File: config.mk
export PLATFORM = sky130hd
export DESIGN_NAME = flash_seq
export DESIGN_NICKNAME = d
export VERILOG_FILES = /design/src/rtl/fseq_pkg.sv /design/src/rtl/fseq_steps.sv /design/src/rtl/fseq_bus.sv /design/src/rtl/flash_seq.sv
export SDC_FILE = /design/constraint.sdc
export NUM_CORES = 1
export LEC_CHECK = 0
export BUFFER_PORTS_ARGS = -buffer_cell sky130_fd_sc_hd__clkbuf_2
export CORE_AREA = 4 4 173 175
export CTS_BUF_LIST = sky130_fd_sc_hd__clkbuf_4
export CTS_CLUSTER_DIAMETER = 50
export DETAILED_ROUTE_END_ITERATION = 10
export DIE_AREA = 0 0 177 179
export GPL_TIMING_DRIVEN = 1
export PLACE_DENSITY_LB_ADDON = 0.25
export SLEW_MARGIN = 20
export SYNTH_ARGS = -nofsm -noshare
export SYNTH_HDL_FRONTEND = slang
export SYNTH_HIERARCHICAL = 1
export SYNTH_SLANG_ARGS = --single-unit
export TNS_END_PERCENT = 5
File: constraint.sdc
create_clock -name clk -period 3.5 [get_ports clk]
set_input_delay 0.7 -clock clk [delete_from_list [all_inputs] [get_ports clk]]
set_output_delay 0.7 -clock clk [all_outputs]
set_load 0.03 [all_outputs]
File: src/rtl/fseq_pkg.sv
// Shared types for the flash sequencer: operation codes and the
// descriptor of one sequence step. Assumes commands fit in 8 bits and
// command addresses in 12 bits.
package fseq_pkg;

    typedef enum logic [2:0] {
        OP_PROG  = 3'd0,
        OP_BPROG = 3'd1,
        OP_BEXIT = 3'd2,
        OP_ERASE = 3'd3,
        OP_IDENT = 3'd4
    } fseq_op_e;

    typedef struct packed {
        logic        rd;        // step is a read cycle
        logic        last;      // final step of the sequence
        logic        use_user;  // take address/data from the request
        logic [11:0] addr;      // command address
        logic [7:0]  cmd;       // command byte
    } fseq_step_t;

endpackage

File: src/rtl/fseq_steps.sv
// Step table: for an operation and a step index, gives the bus cycle to
// issue. Purely combinational. Assumes the caller starts bypass programs
// at index 3 when the device is already in bypass mode.
module fseq_steps
    import fseq_pkg::*;
#(
    parameter logic [11:0] UNLOCK_A = 12'h555,
    parameter logic [11:0] UNLOCK_B = 12'h2AA
) (
    input  fseq_op_e   op,
    input  logic [2:0] idx,
    output fseq_step_t step
);

    // Step decode per operation and index
    always_comb begin
        step = '0;
        if (idx == 3'd0) begin
            step.addr = UNLOCK_A;
            step.cmd  = 8'hAA;
        end else if (idx == 3'd1) begin
            step.addr = UNLOCK_B;
            step.cmd  = 8'h55;
        end
        unique case (op)
            OP_PROG: begin
                if (idx == 3'd2) begin
                    step.addr = UNLOCK_A;
                    step.cmd  = 8'hA0;
                end else if (idx >= 3'd3) begin
                    step.use_user = 1'b1;
                    step.last     = 1'b1;
                end
            end
            OP_BPROG: begin
                if (idx == 3'd2) begin
                    step.addr = UNLOCK_A;
                    step.cmd  = 8'h20;
                end else if (idx == 3'd3) begin
                    step.addr = 12'h000;
                    step.cmd  = 8'hA0;
                end else if (idx >= 3'd4) begin
                    step.use_user = 1'b1;
                    step.last     = 1'b1;
                end
            end
            OP_BEXIT: begin
                step.addr = 12'h000;
                step.cmd  = (idx == 3'd0) ? 8'h90 : 8'h00;
                step.last = (idx != 3'd0);
            end
            OP_ERASE: begin
                if (idx == 3'd2) begin
                    step.addr = UNLOCK_A;
                    step.cmd  = 8'h80;
                end else if (idx == 3'd3) begin
                    step.addr = UNLOCK_A;
                    step.cmd  = 8'hAA;
                end else if (idx == 3'd4) begin
                    step.addr = UNLOCK_B;
                    step.cmd  = 8'h55;
                end else if (idx >= 3'd5) begin
                    step.addr = UNLOCK_A;
                    step.cmd  = 8'h10;
                    step.last = 1'b1;
                end
            end
            OP_IDENT: begin
                if (idx == 3'd2) begin
                    step.addr = UNLOCK_A;
                    step.cmd  = 8'h90;
                end else if (idx == 3'd3 || idx == 3'd4) begin
                    step.rd   = 1'b1;
                    step.addr = (idx == 3'd3) ? 12'h000 : 12'h001;
                    step.cmd  = 8'h00;
                end else if (idx >= 3'd5) begin
                    step.addr = 12'h000;
                    step.cmd  = 8'hF0;
                    step.last = 1'b1;
                end
            end
            default: step = '0;
        endcase
    end

endmodule

File: src/rtl/fseq_bus.sv
// Bus cycle engine: runs one read or write cycle on the flash pins.
// A write is one setup clock, WE low for WE_CLKS, one hold clock, then
// REC_CLKS with CE high. A read is the same with OE low for RD_CLKS and
// the data sampled on the last strobe clock. Start is taken only when idle.
module fseq_bus #(
    parameter int AW       = 20,
    parameter int DW       = 32,
    parameter int WE_CLKS  = 2,
    parameter int REC_CLKS = 2,
    parameter int RD_CLKS  = 2
) (
    input  logic          clk,
    input  logic          rst_n,
    input  logic          start,
    input  logic          rd,
    input  logic [AW-1:0] addr,
    input  logic [DW-1:0] wdata,
    output logic          done,
    output logic [DW-1:0] rdata,
    output logic [AW-1:0] fl_addr,
    output logic [DW-1:0] fl_dout,
    output logic          fl_doe,
    input  logic [DW-1:0] fl_din,
    output logic          fl_ce_n,
    output logic          fl_we_n,
    output logic          fl_oe_n
);

    localparam int MAXC = (WE_CLKS > RD_CLKS) ?
                          ((WE_CLKS > REC_CLKS) ? WE_CLKS : REC_CLKS) :
                          ((RD_CLKS > REC_CLKS) ? RD_CLKS : REC_CLKS);
    localparam int CW   = $clog2(MAXC + 1);
    localparam logic [CW-1:0] WE_LEN  = CW'(WE_CLKS - 1);
    localparam logic [CW-1:0] RD_LEN  = CW'(RD_CLKS - 1);
    localparam logic [CW-1:0] REC_LEN = CW'(REC_CLKS - 1);

    typedef enum logic [2:0] {B_IDLE, B_SETUP, B_ACT, B_HOLD, B_REC} bst_e;

    bst_e          st;
    logic [CW-1:0] cnt;
    logic          rd_q;
    logic [AW-1:0] addr_q;
    logic [DW-1:0] data_q;

    // Cycle phase sequencing and read data capture
    always_ff @(posedge clk) begin
        if (!rst_n) begin
            st     <= B_IDLE;
            cnt    <= '0;
            rd_q   <= 1'b0;
            addr_q <= '0;
            data_q <= '0;
            rdata  <= '0;
        end else begin
            unique case (st)
                B_IDLE: if (start) begin
                    rd_q   <= rd;
                    addr_q <= addr;
                    data_q <= wdata;
                    st     <= B_SETUP;
                end
                B_SETUP: begin
                    cnt <= rd_q ? RD_LEN : WE_LEN;
                    st  <= B_ACT;
                end
                B_ACT: begin
                    if (cnt == '0) begin
                        if (rd_q) rdata <= fl_din;
                        st <= B_HOLD;
                    end else begin
                        cnt <= cnt - 1'b1;
                    end
                end
                B_HOLD: begin
                    cnt <= REC_LEN;
                    st  <= B_REC;
                end
                B_REC: begin
                    if (cnt == '0) st <= B_IDLE;
                    else           cnt <= cnt - 1'b1;
                end
                default: st <= B_IDLE;
            endcase
        end
    end

    // Pin levels decoded from the phase
    always_comb begin
        fl_addr = addr_q;
        fl_dout = data_q;
        fl_ce_n = !(st == B_SETUP || st == B_ACT || st == B_HOLD);
        fl_we_n = !(st == B_ACT && !rd_q);
        fl_oe_n = !(st == B_ACT && rd_q);
        fl_doe  = !rd_q && !fl_ce_n;
        done    = (st == B_REC) && (cnt == '0);
    end

endmodule

File: src/rtl/flash_seq.sv
// Flash program/erase sequencer top. Accepts one request at a time,
// walks the step table through the bus engine, polls completion by
// toggle-bit pairs plus the ready line, handles timeout and device
// hardware-reset reissue, and tracks bypass mode across requests.
// Assumes the user holds req for one cycle per request and keeps
// cfg_timeout stable while an operation runs.
module flash_seq
    import fseq_pkg::*;
#(
    parameter int          AW       = 20,
    parameter int          DW       = 32,
    parameter int          WE_CLKS  = 2,
    parameter int          REC_CLKS = 2,
    parameter int          RD_CLKS  = 2,
    parameter int          TO_W     = 16,
    parameter int          POLL_BIT = 6,
    parameter logic [11:0] UNLOCK_A = 12'h555,
    parameter logic [11:0] UNLOCK_B = 12'h2AA
) (
    input  logic            clk,
    input  logic            rst_n,
    input  logic            req,
    input  logic [2:0]      req_op,
    input  logic [AW-1:0]   req_addr,
    input  logic [DW-1:0]   req_data,
    input  logic [TO_W-1:0] cfg_timeout,
    output logic            ack,
    output logic            done,
    output logic            err,
    output logic [DW-1:0]   id_code0,
    output logic [DW-1:0]   id_code1,
    output logic [AW-1:0]   fl_addr,
    output logic [DW-1:0]   fl_dout,
    output logic            fl_doe,
    input  logic [DW-1:0]   fl_din,
    output logic            fl_ce_n,
    output logic            fl_we_n,
    output logic            fl_oe_n,
    input  logic            fl_ready,
    input  logic            fl_rst_evt
);

    typedef enum logic [3:0] {
        S_IDLE, S_ISSUE, S_CYCLE, S_POLL, S_POLLW,
        S_RECOVER, S_ABORT, S_ABORTW, S_DONE
    } st_e;

    st_e             state;
    fseq_op_e        op_q;
    logic [AW-1:0]   addr_q;
    logic [DW-1:0]   data_q;
    logic [2:0]      idx;
    logic            bypass;
    logic            rst_pend;
    logic            second;
    logic            pbit;
    logic            err_q;
    logic [TO_W-1:0] tmo_cnt;
    logic [DW-1:0]   id0, id1;

    fseq_step_t      stp;
    logic            bus_start, bus_rd, bus_done;
    logic [AW-1:0]   bus_addr;
    logic [DW-1:0]   bus_wdata, bus_rdata;
    logic            is_prog, tmo_hit;

    fseq_steps #(.UNLOCK_A(UNLOCK_A), .UNLOCK_B(UNLOCK_B)) u_steps (
        .op   (op_q),
        .idx  (idx),
        .step (stp)
    );

    fseq_bus #(
        .AW(AW), .DW(DW), .WE_CLKS(WE_CLKS),
        .REC_CLKS(REC_CLKS), .RD_CLKS(RD_CLKS)
    ) u_bus (
        .clk     (clk),
        .rst_n   (rst_n),
        .start   (bus_start),
        .rd      (bus_rd),
        .addr    (bus_addr),
        .wdata   (bus_wdata),
        .done    (bus_done),
        .rdata   (bus_rdata),
        .fl_addr (fl_addr),
        .fl_dout (fl_dout),
        .fl_doe  (fl_doe),
        .fl_din  (fl_din),
        .fl_ce_n (fl_ce_n),
        .fl_we_n (fl_we_n),
        .fl_oe_n (fl_oe_n)
    );

    assign is_prog = (op_q == OP_PROG) || (op_q == OP_BPROG);
    assign tmo_hit = (tmo_cnt >= cfg_timeout);

    // Select what the bus engine runs next
    always_comb begin
        bus_start = 1'b0;
        bus_rd    = 1'b0;
        bus_addr  = '0;
        bus_wdata = '0;
        unique case (state)
            S_ISSUE: begin
                bus_start = 1'b1;
                bus_rd    = stp.rd;
                bus_addr  = stp.use_user ? addr_q : AW'(stp.addr);
                bus_wdata = stp.use_user ? data_q : DW'(stp.cmd);
            end
            S_POLL: begin
                bus_start = !tmo_hit;
                bus_rd    = 1'b1;
                bus_addr  = (op_q == OP_ERASE) ? '0 : addr_q;
            end
            S_ABORT: begin
                bus_start = 1'b1;
                bus_wdata = DW'(8'hF0);
            end
            default: ;
        endcase
    end

    // Request sequencing, polling, timeout and reissue control
    always_ff @(posedge clk) begin
        if (!rst_n) begin
            state    <= S_IDLE;
            op_q     <= OP_PROG;
            addr_q   <= '0;
            data_q   <= '0;
            idx      <= '0;
            bypass   <= 1'b0;
            rst_pend <= 1'b0;
            second   <= 1'b0;
            pbit     <= 1'b0;
            err_q    <= 1'b0;
            tmo_cnt  <= '0;
            id0      <= '0;
            id1      <= '0;
        end else begin
            if (fl_rst_evt && state != S_IDLE && is_prog) rst_pend <= 1'b1;
            if ((state == S_POLL || state == S_POLLW) && !tmo_hit)
                tmo_cnt <= tmo_cnt + 1'b1;
            unique case (state)
                S_IDLE: if (req) begin
                    err_q    <= 1'b0;
                    rst_pend <= 1'b0;
                    second   <= 1'b0;
                    tmo_cnt  <= '0;
                    addr_q   <= req_addr;
                    data_q   <= req_data;
                    if (req_op > 3'd4) begin
                        err_q <= 1'b1;
                        state <= S_DONE;
                    end else begin
                        op_q  <= fseq_op_e'(req_op);
                        idx   <= (req_op == 3'd1 && bypass) ? 3'd3 : 3'd0;
                        state <= S_ISSUE;
                    end
                end
                S_ISSUE: state <= S_CYCLE;
                S_CYCLE: if (bus_done) begin
                    if (stp.rd) begin
                        if (idx == 3'd3) id0 <= bus_rdata;
                        else             id1 <= bus_rdata;
                    end
                    if (op_q == OP_BPROG && idx == 3'd2) bypass <= 1'b1;
                    if (op_q == OP_BEXIT && stp.last)    bypass <= 1'b0;
                    if (rst_pend)
                        state <= S_RECOVER;
                    else if (stp.last)
                        state <= (is_prog || op_q == OP_ERASE) ? S_POLL : S_DONE;
                    else begin
                        idx   <= idx + 1'b1;
                        state <= S_ISSUE;
                    end
                end
                S_POLL: state <= tmo_hit ? S_ABORT : S_POLLW;
                S_POLLW: if (bus_done) begin
                    if (rst_pend) begin
                        state <= S_RECOVER;
                    end else if (!second) begin
                        pbit   <= bus_rdata[POLL_BIT];
                        second <= 1'b1;
                        state  <= S_POLL;
                    end else begin
                        second <= 1'b0;
                        state  <= (bus_rdata[POLL_BIT] == pbit && fl_ready) ?
                                  S_DONE : S_POLL;
                    end
                end
                S_RECOVER: if (fl_ready && !fl_rst_evt) begin
                    idx      <= '0;
                    rst_pend <= 1'b0;
                    second   <= 1'b0;
                    tmo_cnt  <= '0;
                    state    <= S_ISSUE;
                end
                S_ABORT:  state <= S_ABORTW;
                S_ABORTW: if (bus_done) begin
                    err_q <= 1'b1;
                    state <= S_DONE;
                end
                S_DONE:   state <= S_IDLE;
                default:  state <= S_IDLE;
            endcase
            if (fl_rst_evt) bypass <= 1'b0;
        end
    end

    assign ack      = req && (state == S_IDLE);
    assign done     = (state == S_DONE);
    assign err      = err_q;
    assign id_code0 = id0;
    assign id_code1 = id1;

endmodule

### Word level (Yosys, flattened, before mapping)

Index checks and enable logic that the tools add are counted.

| storage, ports and cells | value |
|---|---|
| flip-flop bits (word level) | 237 |
| input port bits | 108 |
| output and inout port bits | 123 |
| logic and storage cells | 207 |

| cells by class | value |
|---|---|
| $add $sub $neg | 3 |
| order comparisons | 5 |
| eq/ne operators | 35 |
| muxes and demuxes | 85 |
| bitwise operators | 5 |
| reduce and logical (&&, ||, !) cells | 55 |

Operators with widths:

| cell | number |
|---|---|
| two-way mux 20 bit | 13 |
| case mux 20 bit (5 select lines) | 1 |
| case mux 32 bit (2 select lines) | 1 |
| two-way mux 16 bit | 3 |
| two-way mux 4 bit | 12 |
| case mux 20 bit (2 select lines) | 1 |
| two-way mux 32 bit | 1 |
| case mux 16 bit (2 select lines) | 1 |
| case mux 4 bit (8 select lines) | 1 |
| two-way mux 3 bit | 9 |
| inequality test 2 bit (second input constant) | 11 |
| two-way mux 1 bit | 21 |
| == test 3 x 2 -> 1 bit (second input constant) | 6 |
| two-way mux 18 bit | 1 |
| two-way mux 2 bit | 9 |
| adder 16 x 1 -> 16 bit (second input constant) | 1 |
| == test 4 x 3 -> 1 bit (second input constant) | 4 |
| >= comparator 16 bit | 1 |
| case mux 3 bit (5 select lines) | 1 |
| AND reduction 3 bit | 5 |
| logical AND 1 bit | 13 |
| == test 3 x 1 -> 1 bit (second input constant) | 4 |
| AND reduction 4 bit | 3 |
| case mux 1 bit (2 select lines) | 5 |
| other kinds (29) | 60 |

### Depth between registers and ports, before layout

| depth | value |
|---|---|
| depth after elaboration | 10 |
| gate-level depth with buffers | 13 |
| gate-level depth less buffers | 11 |

### Modules after synthesis

Netlist, hierarchy kept.

Modules (own cells, without submodules):

| module | times used | cells an instance | area an instance (µm²) | sequential area each (µm²) |
|---|---|---|---|---|
| flash_seq | 1 | 864 | 6934.2 | 2942.8 |
| fseq_bus | 1 | 412 | 3819.9 | 1801.7 |
| fseq_steps | 1 | 65 | 457.9 | 0.0 |

### Worst setup path before layout

Ideal clock, no wire load.

| timing | value |
|---|---|
| path kind | input to register |
| start | in cfg_timeout[0] |
| end | reg u_bus.addr_q[12] (netlist: u_bus/fl_addr[12]) |
| library setup time | 0.118 ns |
| data arrival time | 3.031 ns |
| data required time | 3.382 ns |
| slack | 0.351 ns |
| stages on the path | 12 |
| buffers on the path | 2 |
| path through | ha_1 > nand2b_1 > a2111oi_0 > o21a_1 > o211ai_1 > nand2_1 > a32o_1 > or4b_1 > buf_2 > buf_2 > nand2_1 > a21boi_2 |

| on the way | value |
|---|---|
| cells in the longest elaborated chain, start to end | 4 |

Ends and longest elaborated chain:

| element | RTL line | RTL |
|---|---|---|
| start: declaration | flash_seq.sv:26 | `input logic [TO_W-1:0] cfg_timeout,` |
| >= comparator 16 bit | flash_seq.sv:95 | `assign tmo_hit = (tmo_cnt >= cfg_timeout);` |
| zero test 1 bit | flash_seq.sv:111 | `bus_start = !tmo_hit;` |
| case mux 1 bit (2 select lines) | flash_seq.sv:103 | `unique case (state)` |
| named net bus_start | flash_seq.sv:62 | `logic bus_start, bus_rd, bus_done;` |
| AND reduction 2 bit (no line) | n/a |  |
| end signal: assignment | fseq_bus.sv:58 | `addr_q <= addr;` |
| end: declaration | fseq_bus.sv:42 | `logic [AW-1:0] addr_q;` |

The timed path passes the listed nets, and every way through them passes these cells.
A chain may end at the register's enable or synchronous reset.

### Worst setup path after layout

| timing | value |
|---|---|
| start | reg tmo_cnt[0] |
| end | reg u_bus.addr_q[10] (netlist: u_bus/fl_addr[10]) |

| on the way | value |
|---|---|
| cells in the longest elaborated chain, start to end | 4 |

Ends and longest elaborated chain:

| element | RTL line | RTL |
|---|---|---|
| start: declaration | flash_seq.sv:58 | `logic [TO_W-1:0] tmo_cnt;` |
| start signal: assignment | flash_seq.sv:142 | `tmo_cnt <= tmo_cnt + 1'b1;` |
| >= comparator 16 bit | flash_seq.sv:95 |  |
| zero test 1 bit | flash_seq.sv:111 |  |
| case mux 1 bit (2 select lines) | flash_seq.sv:103 |  |
| named net bus_start | flash_seq.sv:62 |  |
| AND reduction 2 bit (no line) | n/a |  |

The timed path passes the listed nets, and every way through them passes these cells.

==> load_flow_metrics.sql <==
INSERT INTO impl_metrics (metric_group, metric, value, unit) VALUES
('outcome', 'result_of_the_run', 'finished, final reports clean', ''),
('cts', 'cts-root-buf', 'clkbuf_4', ''),
('die', 'initial_standard_cell_utilization_of_the_core', '39.38', '%'),
('logic_synthesis', 'synthArstFlopShare', '0', '%'),
('logic_synthesis', 'synth_top_area_share', '42.32', '%'),
('critical_path', 'timing_worst_setup_path_type', 'flip-flop to flip-flop', ''),
('critical_path', 'critical_path.endpoint_type', 'flip-flop', ''),
('cts', 'ctsLongestPathBuffers', '3', ''),
('logic_synthesis', 'yosys.area.top_type', 'dfxtp_1', ''),
('critical_path', 'worstSetupStartpointType', 'flip-flop', ''),
('logic_synthesis', 'synthFlopType', 'dfxtp_1', ''),
('cts', 'cts_tree', 'built', ''),
('logic_synthesis', 'syn_nets', '1471', ''),
('logic_synthesis', 'most_frequent_cell_after_synthesis', 'nand2_1', ''),
('sta', 'achievable-frequency', '313.8', 'MHz'),
('critical_path', 'worst_r2r_startpoint', 'tmo_cnt[0]', ''),
('cts', 'htreeDepth', '3', ''),
('route', 'route.final.wire_length', '28.92', 'mm'),
('route', 'wl_per_cell', '14.56', 'um'),
('final_layout', 'layoutNonFillerInstCount', '1986', ''),
('logic_synthesis', 'synthesized_instance_count', '1341', ''),
('pwr', 'vdd.ir_drop.worst', '0.0002139', 'V'),
('sta', 'final_hold_viol_count', '0', ''),
('sta', 'finalSetupViolCount', '0', ''),
('final_layout', 'share_of_final_layout_standard_cells_stronger_than_drive_strength_1', '26.98', '%'),
('sta', 'clock_skew', '49.39', 'ps'),
('place', 'gpl.final_weighted_congestion', '0.8314', ''),
('sta', 'fin_crit_sh', '91.06', '%'),
('flow_run', 'maxCapViolations', '0', ''),
('sta', 'rsz0062_at_grt', 'false', ''),
('sta', 'slew-limit-headroom', '36.37', '%'),
('pwr', 'cellPowerDensity', '527.6', 'nW/um2'),
('route', 'drt_drc_violations_left', '0', ''),
('critical_path', 'worstPathRequired', '4010', 'ps'),
('cts', 'clkLatencyLatePin', '640', 'ps'),
('critical_path', 'critical_path.max_fanout', '53', ''),
('die', 'chipWidth', '177', 'um'),
('place', 'hpwlAfterDp', '19.22', 'mm'),
('final_layout', 'layout.nets', '1687', ''),
('logic_synthesis', 'synth-edff-count', '0', ''),
('logic_synthesis', 'syn_area', '11210', 'um2'),
('cts', 'cells_resized_by_post_cts_repair', '0', ''),
('pwr', 'p_leak', '0.005335', 'uW'),
('min_path', 'hold-path-cell-count', '2', ''),
('global_routing', 'grt_pass1_vias', '9485', ''),
('global_routing', 'grt_first_pass_wirelength', '46.78', 'mm'),
('die', 'row_count', '62', ''),
('critical_path', 'timing.reg2reg.worst_path_depth', '12', ''),
('logic_synthesis', 'ys.warnings.count', '6', ''),
('route', 'detail_route.first_pass.iterations', '6', ''),
('cts', 'cts.sink_count', '237', ''),
('sta', 'max_slew.worst_pin.slew', '950.9', 'ps'),
('min_path', 'hold_path_end', 'bypass', ''),
('sta', 'finalMaxSlewViolations', '0', ''),
('cts', 'cts_hold_repair.buffers', '0', ''),
('final_layout', 'area_growth', '19.38', '%'),
('global_routing', 'overflow', '0', ''),
('logic_synthesis', 'seq_cells_post_synth', '237', ''),
('cts', 'postCtsSetupRepairBufs', '0', ''),
('sta', 'finalCriticalPeriod', '3187', 'ps'),
('global_routing', 'grt_max_degree', '154', ''),
('die', 'io_pins', '231', ''),
('logic_synthesis', 'post_synth_main_area_contributors', 'dfxtp_1 (42%), nand2_1 (14%), a21boi_0 (6.7%)', ''),
('place', 'placedCellCount', '1873', ''),
('route', 'drt.antenna.violating_nets', '0', ''),
('route', 'drt_first_iter_violations', '475', ''),
('place', 'buffer_ports.inserted', '230', ''),
('global_routing', 'gr-usage-all-layers', '17.86', '%'),
('route', 'vias_per_cell', '4.889', ''),
('logic_synthesis', 'synth.avg_cell_area', '8.361', 'um2'),
('route', 'via_count', '9709', '');
-- layer usage --
metal	wire length, um	part of all wire, %	GRT usage [%]
met2	13200	46	29.31
met5	0	0	0
met4	277	0.96	4.610
met1	12990	45	22.27
met3	2449	8.5	6.643
-- power by group --
| group | total (uW) | internal, uW | switching [uW] |
|---|---|---|---|
| sequential | 3020 | 2850 | 177 |
| clock | 2640 | 1510 | 1130 |
| combinational | 1400 | 509 | 891 |
-- cells by family (layout without fill, tap and decap cells) --
family                   count (synthesis)  in the layout  synth area share (%)
buffers and inverters                  136            396                 5.970
AO/OA/AOI/OAI                          297            297                 20.62
other                                    1              2               0.03345
multiplexers                            46             46                 4.151
AND/OR/NAND/NOR                        593            593                 23.74
adder cells (fa/ha/maj)                 23             23                 2.544
XOR/XNOR                                 8              8                0.6250
flip-flops                             237            237                 42.32
-- cell type report --
cell class / count / area [um2]
multi-input combinational: 968 / 5813
antenna: 1 / 2.502
sequential: 237 / 4745
clock inverter: 13 / 128.9
inverter: 34 / 127.6
fill: 2916 / 15080
clock buffer: 99 / 743.2
tap: 384 / 480.5
timing repair buffer: 250 / 1345
-- worst max-delay path by stage --
stage                               from           endpoint  slack, ps  cells past startpoint
after floorplan           cfg_timeout[0]  u_bus/fl_addr[12]        350                     12
after global placement    cfg_timeout[0]   u_bus/fl_addr[8]         80                     12
after detailed placement  cfg_timeout[0]   u_bus/fl_addr[8]        0.5                     12
after CTS                     tmo_cnt[0]   u_bus/fl_addr[8]        320                     12
after global routing          tmo_cnt[0]   u_bus/fl_addr[3]        130                     12
final                         tmo_cnt[0]  u_bus/fl_addr[10]        310                     12
-- critical path: stages, from the launching register on --
cell       delay, ps
dfxtp_1          370
inv_1             80
ha_1             260
nand2b_1         130
a2111oi_0        460
o21a_1           240
o211ai_1         160
nand2_1          120
a32o_1           200
or4b_2           630
buf_12           220
nand2_1          130
a21boi_2          60
-- metrics by stage --
| stage | instance area, um2 | utilization [%] | setup slack [ps] | hold WS, ps | total power (uW) |
|---|---|---|---|---|---|
| final | 13390 | 47.02 | 312.9 | 265.9 | 7062 |
| after floorplan | 11210 | - | 351.0 | 431.7 | 4132 |
| after CTS | 13380 | 47.01 | 321.0 | 208.8 | 7191 |
| after global routing | 13390 | 47.02 | 126.4 | 217.6 | 7520 |
| after global placement | 12510 | 43.94 | 79.79 | 436.9 | 4473 |
| after detailed placement | 12510 | 43.94 | 0.4783 | 442.0 | 4503 |
-- state kept, by name (all words and copies together), names as in the netlist --
register and flops:
data_q 32, second 1, state 4, err 1
id_code0 32, addr_q 20, u_bus/st 3, op_q 3
id_code1 32, rst_pend 1, tmo_cnt 16, u_bus/rd_q 1
u_bus/fl_addr 20, u_bus/fl_dout 32, bypass 1, u_bus/rdata 32
pbit 1, u_bus/cnt 2, idx 3
-- layout by cell type, fill, tap and decap left out, types with 10 or more instances in the layout --
cell type and n:
or3_1 10, dfxtp_1 237, mux2i_1 45, a21boi_0 100
a21oi_1 41, nand3_1 11, nor2_1 33, a21boi_2 50
nor3_1 14, o21ai_0 31, ha_1 22, clkbuf_2 229
buf_4 17, inv_1 32, a22o_1 12, clkbuf_4 99
nand2_1 426, and2_1 39
Power figures use the tool's default switching activity.
